`config.mk`:
```
export PLATFORM = sky130hd
export DESIGN_NAME = txr_dma
export DESIGN_NICKNAME = d
export VERILOG_FILES = /design/src/rtl/txr_pkg.sv /design/src/rtl/txr_regs.sv /design/src/rtl/txr_seq.sv /design/src/rtl/txr_bytes.sv /design/src/rtl/txr_dma.sv
export SDC_FILE = /design/constraint.sdc
export NUM_CORES = 1
export LEC_CHECK = 0
export CORE_MARGIN = 3
export CORE_UTILIZATION = 56
export DETAILED_ROUTE_END_ITERATION = 12
export GPL_TIMING_DRIVEN = 0
export PLACE_DENSITY_LB_ADDON = 0.1
export SYNTH_ARGS = -nofsm -noshare
export SYNTH_HDL_FRONTEND = slang
export SYNTH_HIERARCHICAL = 1
export SYNTH_SLANG_ARGS = --single-unit
```
`constraint.sdc`:
```
create_clock -name clk -period 3 [get_ports clk]
set_clock_uncertainty 0.2 [all_clocks]
set_input_delay 0.45 -clock clk [delete_from_list [all_inputs] [get_ports clk]]
set_output_delay 0.45 -clock clk [all_outputs]
set_load 0.01 [all_outputs]
```
`src/rtl/txr_pkg.sv`:
```
// Package: shared constants and state encoding for the transmit ring engine.
// Assumes descriptor and control bit positions are fixed by the software
// interface and must not move.
package txr_pkg;
    localparam int OWN_BIT        = 31;  // 1 = descriptor belongs to software
    localparam int WRAP_BIT       = 30;  // 1 = last descriptor of the ring
    localparam int EOF_BIT        = 15;  // 1 = buffer ends a frame
    localparam int CTRL_EN_BIT    = 3;   // transmit enable
    localparam int CTRL_START_BIT = 9;   // start command (write-one)
    localparam int FLAGS_OFS      = 4;   // flags word offset in a descriptor
    localparam int DESC_BYTES     = 8;   // descriptor stride

    typedef enum logic [3:0] {
        SQ_IDLE,
        SQ_FL_REQ,
        SQ_FL_WAIT,
        SQ_AD_REQ,
        SQ_AD_WAIT,
        SQ_DW_REQ,
        SQ_DW_WAIT,
        SQ_SEND,
        SQ_WB
    } seq_state_t;
endpackage

```
`src/rtl/txr_regs.sv`:
```
// Module: control and queue-base registers.
// Holds the enable bit and the ring base address, and turns a control write
// with both start and enable set into a one-cycle start pulse.
// Assumes the base address written by software is 8-byte aligned.
module txr_regs
    import txr_pkg::*;
#(
    parameter int                AW       = 32,
    parameter int                REG_AW   = 8,
    parameter logic [REG_AW-1:0] CTRL_OFS = 'h00,
    parameter logic [REG_AW-1:0] BASE_OFS = 'h1C
) (
    input  logic              clk,
    input  logic              rst_n,
    input  logic              reg_we,
    input  logic [REG_AW-1:0] reg_addr,
    input  logic [31:0]       reg_wdata,
    output logic              en,
    output logic [AW-1:0]     base,
    output logic              start
);
    logic ctrl_hit;
    logic base_hit;

    assign ctrl_hit = reg_we && (reg_addr == CTRL_OFS);
    assign base_hit = reg_we && (reg_addr == BASE_OFS);

    // Control register: enable level and start pulse.
    always_ff @(posedge clk) begin
        if (!rst_n) begin
            en    <= 1'b0;
            start <= 1'b0;
        end else begin
            start <= 1'b0;
            if (ctrl_hit) begin
                en    <= reg_wdata[CTRL_EN_BIT];
                start <= reg_wdata[CTRL_START_BIT] && reg_wdata[CTRL_EN_BIT];
            end
        end
    end

    // Queue base register.
    always_ff @(posedge clk) begin
        if (!rst_n) begin
            base <= '0;
        end else if (base_hit) begin
            base <= reg_wdata[AW-1:0];
        end
    end
endmodule

```
`src/rtl/txr_seq.sv`:
```
// Module: descriptor walker and memory port master.
// Fetches the flags word, then the buffer address, then the buffer words, and
// finally writes the flags back with the ownership bit set. It follows the
// wrap bit and parks on a software-owned descriptor.
// Assumes one read outstanding at a time, word-aligned buffers and a read
// response that comes at least one cycle after acceptance.
module txr_seq
    import txr_pkg::*;
#(
    parameter int AW    = 32,
    parameter int LEN_W = 14
) (
    input  logic          clk,
    input  logic          rst_n,
    input  logic          en,
    input  logic [AW-1:0] base,
    input  logic          start,
    output logic          mem_req,
    output logic          mem_we,
    output logic [AW-1:0] mem_addr,
    output logic [31:0]   mem_wdata,
    input  logic          mem_ready,
    input  logic          mem_rvalid,
    input  logic [31:0]   mem_rdata,
    output logic          ser_load,
    output logic [31:0]   ser_word,
    output logic [2:0]    ser_nbytes,
    output logic          ser_eof,
    output logic          ser_flush,
    input  logic          ser_done,
    output logic [AW-1:0] desc_ptr_o
);
    localparam logic [LEN_W-1:0] WORD_BYTES = LEN_W'(4);

    seq_state_t       state;
    logic [AW-1:0]    desc_ptr;
    logic [AW-1:0]    buf_ptr;
    logic [LEN_W-1:0] rem;
    logic [31:0]      flags;
    logic             kick;
    logic             rd_pend;
    logic             last_word;
    logic             owned_in;
    logic             rd_accept;

    assign last_word  = (rem <= WORD_BYTES);
    assign owned_in   = mem_rdata[OWN_BIT];
    assign rd_accept  = mem_req && mem_ready && !mem_we;
    assign desc_ptr_o = desc_ptr;

    // Memory request signals decoded from the walker state.
    always_comb begin
        mem_req   = (state == SQ_FL_REQ) || (state == SQ_AD_REQ) ||
                    (state == SQ_DW_REQ) || (state == SQ_WB);
        mem_we    = (state == SQ_WB);
        mem_wdata = flags | (32'd1 << OWN_BIT);
        case (state)
            SQ_FL_REQ, SQ_WB: mem_addr = desc_ptr + AW'(FLAGS_OFS);
            SQ_DW_REQ:        mem_addr = buf_ptr;
            default:          mem_addr = desc_ptr;
        endcase
    end

    // Serializer loading: one buffer word per read response.
    always_comb begin
        ser_load   = (state == SQ_DW_WAIT) && mem_rvalid;
        ser_word   = mem_rdata;
        ser_nbytes = last_word ? rem[2:0] : 3'd4;
        ser_eof    = flags[EOF_BIT] && last_word;
        ser_flush  = !en;
    end

    // Pending start: set by a start command, consumed on leaving idle or
    // by one re-read of a software-owned descriptor.
    always_ff @(posedge clk) begin
        if (!rst_n || !en) begin
            kick <= 1'b0;
        end else if (start) begin
            kick <= 1'b1;
        end else if ((state == SQ_IDLE && !rd_pend) ||
                     (state == SQ_FL_WAIT && mem_rvalid && owned_in)) begin
            kick <= 1'b0;
        end
    end

    // Outstanding read tracker, so a stale response after an abort is dropped.
    always_ff @(posedge clk) begin
        if (!rst_n) begin
            rd_pend <= 1'b0;
        end else if (rd_accept) begin
            rd_pend <= 1'b1;
        end else if (mem_rvalid) begin
            rd_pend <= 1'b0;
        end
    end

    // Walker state machine and ring pointers.
    always_ff @(posedge clk) begin
        if (!rst_n) begin
            state    <= SQ_IDLE;
            desc_ptr <= '0;
            buf_ptr  <= '0;
            rem      <= '0;
            flags    <= '0;
        end else if (!en) begin
            state    <= SQ_IDLE;
            desc_ptr <= base;
        end else begin
            case (state)
                SQ_IDLE: begin
                    if (kick && !rd_pend) state <= SQ_FL_REQ;
                end
                SQ_FL_REQ: begin
                    if (mem_ready) state <= SQ_FL_WAIT;
                end
                SQ_FL_WAIT: begin
                    if (mem_rvalid) begin
                        flags <= mem_rdata;
                        if (owned_in) state <= kick ? SQ_FL_REQ : SQ_IDLE;
                        else          state <= SQ_AD_REQ;
                    end
                end
                SQ_AD_REQ: begin
                    if (mem_ready) state <= SQ_AD_WAIT;
                end
                SQ_AD_WAIT: begin
                    if (mem_rvalid) begin
                        buf_ptr <= mem_rdata[AW-1:0];
                        rem     <= flags[LEN_W-1:0];
                        state   <= (flags[LEN_W-1:0] == '0) ? SQ_WB : SQ_DW_REQ;
                    end
                end
                SQ_DW_REQ: begin
                    if (mem_ready) state <= SQ_DW_WAIT;
                end
                SQ_DW_WAIT: begin
                    if (mem_rvalid) state <= SQ_SEND;
                end
                SQ_SEND: begin
                    if (ser_done) begin
                        if (last_word) begin
                            rem   <= '0;
                            state <= SQ_WB;
                        end else begin
                            rem     <= rem - WORD_BYTES;
                            buf_ptr <= buf_ptr + AW'(4);
                            state   <= SQ_DW_REQ;
                        end
                    end
                end
                SQ_WB: begin
                    if (mem_ready) begin
                        desc_ptr <= flags[WRAP_BIT] ? base : desc_ptr + AW'(DESC_BYTES);
                        state    <= SQ_FL_REQ;
                    end
                end
                default: state <= SQ_IDLE;
            endcase
        end
    end
endmodule

```
`src/rtl/txr_bytes.sv`:
```
// Module: word-to-byte serializer for the outgoing stream.
// Takes a 32-bit little-endian word with a byte count of 1 to 4 and emits the
// bytes lowest first. It marks the final byte when the word ends a frame.
// Assumes a new word is loaded only after done has been raised for the last.
module txr_bytes (
    input  logic        clk,
    input  logic        rst_n,
    input  logic        load,
    input  logic [31:0] word,
    input  logic [2:0]  nbytes,
    input  logic        eof,
    input  logic        flush,
    input  logic        tx_ready,
    output logic        tx_valid,
    output logic [7:0]  tx_data,
    output logic        tx_last,
    output logic        done
);
    logic [31:0] sh;
    logic [2:0]  cnt;
    logic        eof_q;

    assign tx_valid = (cnt != 3'd0);
    assign tx_data  = sh[7:0];
    assign tx_last  = eof_q && (cnt == 3'd1);
    assign done     = tx_valid && tx_ready && (cnt == 3'd1);

    // Shift register and remaining byte count.
    always_ff @(posedge clk) begin
        if (!rst_n) begin
            sh    <= '0;
            cnt   <= '0;
            eof_q <= 1'b0;
        end else if (flush) begin
            cnt <= '0;
        end else if (load) begin
            sh    <= word;
            cnt   <= nbytes;
            eof_q <= eof;
        end else if (tx_valid && tx_ready) begin
            sh  <= {8'd0, sh[31:8]};
            cnt <= cnt - 3'd1;
        end
    end
endmodule

```
`src/rtl/txr_dma.sv`:
```
// Module: transmit descriptor ring engine, top level.
// Connects the register file, the descriptor walker and the byte serializer.
// Assumes LEN_W lies between 3 and 15 so the length stays below the frame-end
// bit, and AW is at most 32.
module txr_dma #(
    parameter int                AW       = 32,
    parameter int                LEN_W    = 14,
    parameter int                REG_AW   = 8,
    parameter logic [REG_AW-1:0] CTRL_OFS = 'h00,
    parameter logic [REG_AW-1:0] BASE_OFS = 'h1C
) (
    input  logic              clk,
    input  logic              rst_n,
    input  logic              reg_we,
    input  logic [REG_AW-1:0] reg_addr,
    input  logic [31:0]       reg_wdata,
    output logic              mem_req,
    output logic              mem_we,
    output logic [AW-1:0]     mem_addr,
    output logic [31:0]       mem_wdata,
    input  logic              mem_ready,
    input  logic              mem_rvalid,
    input  logic [31:0]       mem_rdata,
    output logic              tx_valid,
    output logic [7:0]        tx_data,
    output logic              tx_last,
    input  logic              tx_ready
);
    logic          en_q;
    logic [AW-1:0] base_q;
    logic          start_q;
    logic          ser_load;
    logic [31:0]   ser_word;
    logic [2:0]    ser_nbytes;
    logic          ser_eof;
    logic          ser_flush;
    logic          ser_done;
    logic [AW-1:0] desc_ptr_w;

    txr_regs #(
        .AW(AW), .REG_AW(REG_AW), .CTRL_OFS(CTRL_OFS), .BASE_OFS(BASE_OFS)
    ) u_regs (
        .clk(clk), .rst_n(rst_n), .reg_we(reg_we), .reg_addr(reg_addr),
        .reg_wdata(reg_wdata), .en(en_q), .base(base_q), .start(start_q)
    );

    txr_seq #(.AW(AW), .LEN_W(LEN_W)) u_seq (
        .clk(clk), .rst_n(rst_n), .en(en_q), .base(base_q), .start(start_q),
        .mem_req(mem_req), .mem_we(mem_we), .mem_addr(mem_addr),
        .mem_wdata(mem_wdata), .mem_ready(mem_ready), .mem_rvalid(mem_rvalid),
        .mem_rdata(mem_rdata), .ser_load(ser_load), .ser_word(ser_word),
        .ser_nbytes(ser_nbytes), .ser_eof(ser_eof), .ser_flush(ser_flush),
        .ser_done(ser_done), .desc_ptr_o(desc_ptr_w)
    );

    txr_bytes u_bytes (
        .clk(clk), .rst_n(rst_n), .load(ser_load), .word(ser_word),
        .nbytes(ser_nbytes), .eof(ser_eof), .flush(ser_flush),
        .tx_ready(tx_ready), .tx_valid(tx_valid), .tx_data(tx_data),
        .tx_last(tx_last), .done(ser_done)
    );
endmodule

```
==> results.json, run 1 <==
{
  "ys_warn_count": 6,
  "grt.total_usage_pct": 37.3,
  "drt_iter0_drc": 1629,
  "synth_flop_cell": "dfxtp_1",
  "ctsRootBufferMaster": "clkbuf_16",
  "power_leakage_nw": 5.34,
  "violations": "setup timing",
  "cpPeakStageDelay_ns": 0.36,
  "critical_path.top_delay_family": "buffers and inverters",
  "dpl_cell_area_um2": 12800,
  "crit_path_start": "u_seq/desc_ptr_o[4]",
  "finalPower_mw": 5.02,
  "area_delta_synth_final_pct": 28.2,
  "antenna_found_initial": 0,
  "critPathKind": "reg -> out",
  "finalCritPeriodShare_pct": 102,
  "coreArea_um2": 19000,
  "route.detailed.drc": 0,
  "dieArea_um2": 21300,
  "grt_pass1_vias": 11400,
  "synth_top_family_by_area": "simple AND/OR/NAND/NOR gates",
  "synth-async-reset-ratio_pct": 0,
  "powerDensity_nw_per_um2": 357,
  "finalCriticalPeriod_ns": 3.05,
  "clk_latency_ns": 0.45,
  "max_freq_mhz": 328,
  "synthXorXnorAreaFrac_pct": 0.320,
  "hold_viol_final": 0,
  "slew_headroom_pct": 24.8,
  "synth.area.top_cells": "dfxtp_1 (34%), nand2_1 (10%), mux2i_1 (5.3%)",
  "hold_buffers": 0,
  "timing.rr.start": "u_regs/en",
  "ys_seq_area_share_pct": 33.8,
  "setup_tns_ns": -0.0674,
  "start_util_pct": 57.8,
  "hpwl_mm": 30.4,
  "synth.ff_latch_count": 185,
  "cp-end-kind": "output pin",
  "required_ns": 2.35,
  "synth-simple-area-share_pct": 27.1,
  "clk_path_buf_depth": 2,
  "maxCapViolations": 0,
  "syn_inst": 1411,
  "ir_worst_vdd_mv": 0.415,
  "setup_viol": 3,
  "num_io_pins": 154,
  "grt_overflow": 0,
  "die_h_um": 146,
  "synth_nets": 1497,
  "worst_hold_slack_ns": 0.249,
  "arrival_ns": 2.40,
  "grt_start_max_net_pins": 20,
  "cts_tree": "yes",
  "fp.dieW_um": 146,
  "avgSynthCellArea_um2": 7.76,
  "path_max_fanout": 6,
  "port_buffers": 150,
  "start_kind": "register",
  "synth_top_area_share_pct": 33.8,
  "final_area_um2": 14000,
  "worst_path_max_delay_cell": "dfxtp_4",
  "path_buf_inv": 4,
  "synth_compound_area_share_pct": 21.8,
  "gp_congestion": 0.996,
  "viasPerCell": 6.41,
  "wl_mm": 41.1,
  "grt_pass1_wl_mm": 63.4,
  "cts_buffers": 17,
  "cpMostUsedCell": "buf_4",
  "rsz0062_at_grt": "yes",
  "clk_pin_slew_ns": 0.07,
  "clkSinkCount": 185,
  "slew_violations": 0,
  "worst_pin_slew_ns": 1.12,
  "synth_fa_ha_area_share_pct": 0.914,
  "row_count": 50,
  "cts.htree.levels": 4,
  "hold_class": "reg -> reg",
  "dr.pass1.iters": 7,
  "netlist_area_um2": 11000,
  "yosys.area.top_type": "dfxtp_1",
  "fin_ws_ns": -0.0458,
  "vias": 12100,
  "num_antenna_cells": 0,
  "synth-edff-count": 0,
  "cp_cell_sequence": "ha_4 -> nand3_4 -> nor4_4 -> buf_4 -> buf_6 -> nand4_1 -> buf_4 -> o311ai_2 -> buf_2",
  "outcome": "finished with violations",
  "routedWlPerCell_um": 21.7,
  "nets": 1707,
  "antenna_left": 0,
  "synthMuxAreaShare_pct": 7.87,
  "drive_gt1_share_pct": 17.8,
  "ys_types": 91,
  "hp-start": "u_regs/start"
}
area by class of cell:
cell class                 count  area [µm²]
inverter                      20        75.1
timing repair buffer         193        1750
tap                          260         325
buffer                       147         885
multi-input combinational   1057        6700
fill                        1511        4910
sequential                   185        3740
clock inverter                15         156
clock buffer                  17         425
worst reg2reg max path, delay by kind of cell, from the launching register on:
kind,cells,cell delay [ns]
compound gates,3,0.85
buf+inv,3,1.22
simple gates,1,0.07
flops,1,0.54
final timing paths:
path	end	slack, ns	cells after the start
hold reg to reg	u_seq/kick	0.25	2
setup reg to reg	u_seq/desc_ptr_o[5]	0.01	7
hold / removal	u_seq/kick	0.25	2
setup / recovery	mem_addr[31]	-0.05	9
state kept, by name, indices dropped and copies added, names as in the netlist:
register          flops
u_seq/buf_ptr        32
u_seq/rd_pend         1
u_seq/desc_ptr_o     32
u_bytes/sh           32
u_seq/rem            14
u_seq/kick            1
u_seq/flags          31
u_regs/start          1
u_regs/en             1
u_bytes/cnt           3
u_regs/base          32
u_seq/state           4
u_bytes/eof_q         1
cell usage after synthesis, types with 6 or more instances:
cell type,count
nand3_1,58
a21oi_1,99
o21ai_0,34
inv_1,18
clkbuf_1,68
a22oi_1,9
nand2b_1,7
mux2i_1,58
a32o_1,15
buf_2,26
buf_4,44
a221oi_1,9
a21o_1,7
nor3_1,26
and3_1,17
ha_1,8
a32oi_1,6
or4_1,9
o311ai_0,11
a211oi_1,9
o221ai_1,7
nand2_1,306
o21ai_1,28
buf_6,8
or3_1,13
dfxtp_1,185
o211ai_1,23
mux2_2,25
o22ai_1,6
nor4_1,18
o31a_1,6
o31ai_1,7
and2_1,10
nand4_1,30
nor2_1,75
and4_1,8
o311ai_1,7
a31oi_1,20
cell usage in the layout, fill, tap and decap left out, drive strengths merged, types with 18 or more instances in the layout:
| cell type | n |
|---|---|
| a31oi | 22 |
| o21ai | 62 |
| dfxtp | 185 |
| nand3 | 59 |
| nand4 | 32 |
| mux2i | 58 |
| inv | 27 |
| nor3 | 28 |
| nor2 | 77 |
| buf | 130 |
| clkbuf | 91 |
| mux2 | 25 |
| a21oi | 100 |
| nor4 | 24 |
| nand2 | 306 |
| o311ai | 18 |
| o211ai | 23 |
| clkdlybuf4s50 | 120 |
routing by layer:
metal	track usage (%)	vias up	wire length [µm]
li1	-	5529	-
met4	20.4	0	2460
met3	6.82	173	3820
met2	62.7	793	19300
met1	45.2	5652	15600
met5	0	-	0
stage by stage:
stage | setup slack, ns | util [%] | instances
detailed placement | -0.658 | 67.4 | 1821
finish | -0.0458 | 74.1 | 1894
floorplan | 0.456 | - | 1411
CTS | -0.0356 | 73.0 | 1875
global route | -0.122 | 74.1 | 1894
global placement | -0.639 | 67.4 | 1821
power by group:
part           total, mW  internal [mW]  switching (mW)
Combinational      0.299          0.143           0.156
Clock               2.26           1.11            1.15
Sequential          2.45           2.45         0.00119
cells by family after synthesis:
group / count (synthesis)
muxes: 83
adders and majority gates: 8
DFF: 185
buffers and inverters: 169
AOI/OAI and AO/OA: 349
xor gates and xnor gates: 4
other: 1
and+or+nand+nor: 612
what timing repair did:
action | CTS | global route
setup buffers | 24 | 19
pin swaps | 18 | 23
endpoints found under the hold margin | 0 | 0
endpoints found under the setup margin | 42 | 56
gates resized for setup | 143 | 65
Note: power is estimated with default switching activity, not from simulation.
==> run 2, diff against run 1 <==
--- a/config.mk
+++ b/config.mk
@@ -10,6 +10,7 @@
 export DETAILED_ROUTE_END_ITERATION = 12
 export GPL_TIMING_DRIVEN = 0
 export PLACE_DENSITY_LB_ADDON = 0.1
+export SLEW_MARGIN = 20
 export SYNTH_ARGS = -nofsm -noshare
 export SYNTH_HDL_FRONTEND = slang
 export SYNTH_HIERARCHICAL = 1
==> results of run 2 <==
Same layout as run 1: the final DEF is identical, and so are final timing and power.
==> run 3, diff against run 2 <==
--- a/config.mk
+++ b/config.mk
@@ -10,6 +10,7 @@
 export DETAILED_ROUTE_END_ITERATION = 12
 export GPL_TIMING_DRIVEN = 0
 export PLACE_DENSITY_LB_ADDON = 0.1
+export SETUP_SLACK_MARGIN = 0.4
 export SLEW_MARGIN = 20
 export SYNTH_ARGS = -nofsm -noshare
 export SYNTH_HDL_FRONTEND = slang
==> constraint.sdc (replaced) <==
create_clock -name clk -period 3 [get_ports clk]
set_clock_uncertainty 0.2 [all_clocks]
set_input_delay 0.75 -clock clk [delete_from_list [all_inputs] [get_ports clk]]
set_output_delay 0.75 -clock clk [all_outputs]
set_load 0.01 [all_outputs]
==> run 3 against run 2 <==
Compared with the run above: the flow still finishes with violations (setup timing); utilization up 6.7 points; routed wire length grew 15%; critical path depth increased by 1; worst hold slack improved by 0.0055 ns; clock-buffer cell count unchanged; first-iteration DRC count is 44% higher; worst setup slack got worse by 0.36 ns; sequential share of layout area fell by 2.1 points; via count rose by 10%; global-route usage increased by 1.8 points; largest cell class unchanged; highest routed layer is now met5.
==> results.json, run 3 (same netlist as run 1, synthesis figures left out) <==
{
  "cp.depth": 10,
  "hold_class": "reg -> reg",
  "drive_gt1_share_pct": 27.0,
  "route.detailed.drc": 0,
  "critPathKind": "reg -> out",
  "ir_worst_vdd_mv": 0.402,
  "viasPerCell": 6.82,
  "cts_buffers": 17,
  "grt_pass1_wl_mm": 66.3,
  "slew_headroom_pct": 36.7,
  "required_ns": 2.05,
  "drt_iter0_drc": 2350,
  "antenna_found_initial": 2,
  "post-route-util_pct": 80.8,
  "r2r_slack_ns": 0.27,
  "clk_path_buf_depth": 2,
  "finalCritPeriodShare_pct": 113,
  "powerDensity_nw_per_um2": 336,
  "path_buf_inv": 4,
  "hold_viol_final": 0,
  "nets": 1775,
  "reg2reg_depth": 10,
  "num_io_pins": 154,
  "clkSinkCount": 185,
  "num_antenna_cells": 0,
  "p_switching_mw": 1.29,
  "area_delta_synth_final_pct": 39.8,
  "setup_viol": 30,
  "swShare_pct": 25.1,
  "max_freq_mhz": 294,
  "p_int_mw": 3.85,
  "stdcell_count": 1962,
  "start_util_pct": 57.8,
  "cpPeakStageDelay_ns": 0.38,
  "crit_path_start": "u_seq/desc_ptr_o[4]",
  "fin_ws_ns": -0.402,
  "final_common_cell": "nand2_1",
  "vias": 13400,
  "start_kind": "register",
  "die_h_um": 146,
  "outcome": "finished with violations",
  "layout_common_cells": "nand2_1 (283), dfxtp_1 (163), buf_4 (122), clkdlybuf4s50_1 (112), a21oi_1 (92)",
  "violations": "setup timing",
  "grt.total_usage_pct": 39.1,
  "hpwl_mm": 30.4,
  "dr.pass1.iters": 9,
  "power_frac_comb_pct": 5.9,
  "hold_buffers": 0,
  "wl_mm": 47.1,
  "power.share.clock_pct": 46.6,
  "grt_overflow": 0,
  "coreArea_um2": 19000,
  "path_max_fanout": 6,
  "rsz0062_at_grt": "yes",
  "routedWlPerCell_um": 24.0,
  "hold_depth": 2,
  "grt_start_max_net_pins": 19,
  "dieArea_um2": 21300,
  "r2r-end": "u_seq/desc_ptr_o[5]",
  "cp-end-kind": "output pin",
  "worst_path_max_delay_cell": "dfxtp_4",
  "ctsRootBufferMaster": "clkbuf_16",
  "timing.rr.start": "u_seq/state[3]",
  "port_buffers": 150,
  "power_frac_seq_pct": 47.5,
  "finalCriticalPeriod_ns": 3.40,
  "cts.htree.levels": 4,
  "maxCapViolations": 0,
  "cts_tree": "yes",
  "cp_cell_sequence": "ha_4 -> nand3_4 -> buf_4 -> nor4_4 -> buf_6 -> buf_12 -> nand4b_1 -> nand3_1 -> o211ai_1 -> buf_2",
  "cp-endpoint": "mem_addr[29]",
  "fp.dieW_um": 146,
  "dpl.cell_count": 1821,
  "grt_pass1_vias": 11800,
  "arrival_ns": 2.45,
  "antenna_left": 0,
  "power_leakage_nw": 5.99,
  "clk_pin_slew_ns": 0.07,
  "worst_pin_slew_ns": 0.950,
  "gp_congestion": 1.02,
  "row_count": 50,
  "clk_latency_ns": 0.45,
  "critical_path.top_delay_family": "simple AND/OR/NAND/NOR gates",
  "slew_violations": 0
}
==> run 3: what timing repair did <==
action | 4_1_cts | 5_1_grt
gates resized for setup | 334 | 110
pin swaps | 59 | 53
cloned | 3 | 2
setup buffers | 60 | 44
setup endpoints to repair | 183 | 150
hold endpoints to repair | 0 | 0
==> run 3: through the flow <==
step / power [mW] / hold WS [ns] / setup TNS [ns] / worst slack [ns] / instance area, µm²
finish: 5.15 / 0.255 / -7.04 / -0.402 / 15300
global route: 5.27 / 0.271 / -8.00 / -0.429 / 15300
CTS: 5.14 / 0.256 / -2.42 / -0.224 / 14600
detailed placement: 2.80 / 0.239 / -68.08 / -0.667 / 12900
global placement: 2.80 / 0.228 / -66.53 / -0.688 / 12900
floorplan: 2.63 / 0.213 / 0 / 0.363 / 11100
==> run 3: worst register-to-register path, stage by stage (launching register included) <==
cell and delay, ns:
dfxtp_4 0.37, buf_4 0.14, nor4b_4 0.12, buf_4 0.13, buf_4 0.15, a21oi_2 0.42
buf_2 0.37, buf_2 0.35, a21oi_1 0.07, o21ai_0 0.23, nor2_1 0.07
==> run 3: final cells by class <==
cell class / instances / area, µm²
multi-input cells: 1057 / 7140
inverters: 20 / 77.6
repair buffers: 259 / 2370
clock inverters: 15 / 184
flip-flops and latches: 185 / 3760
clock buffers: 17 / 425
plain buffers: 149 / 1030
well taps: 260 / 325
fillers: 1240 / 3640
==> run 3: worst min path at each step <==
stage                       startpoint    endpoint  slack (ns)
after floorplan           u_regs/start  u_seq/kick        0.21
after global placement    u_regs/start  u_seq/kick        0.23
after detailed placement  u_regs/start  u_seq/kick        0.24
after CTS                 u_regs/start  u_seq/kick        0.26
after global routing      u_regs/start  u_seq/kick        0.27
final                     u_regs/start  u_seq/kick        0.25
==> run 3: power by group through the flow <==
| stage | clock [mW] | sequential [mW] | combinational [mW] |
|---|---|---|---|
| floorplan | 0 | 2.51 | 0.113 |
| global placement | 0 | 2.51 | 0.288 |
| detailed placement | 0 | 2.51 | 0.291 |
| CTS | 2.39 | 2.45 | 0.294 |
| global route | 2.51 | 2.44 | 0.317 |
| finish | 2.40 | 2.44 | 0.306 |
==> run 3: metal layers <==
metal / vias to the layer above / GRT usage [%] / part of all wire, %
li1: 5689 / - / -
met1: 6101 / 47.1 / 35
met2: 1201 / 63.1 / 44
met3: 383 / 7.41 / 12
met4: 2 / 27.4 / 9.1
met5: - / 0 / 0.017
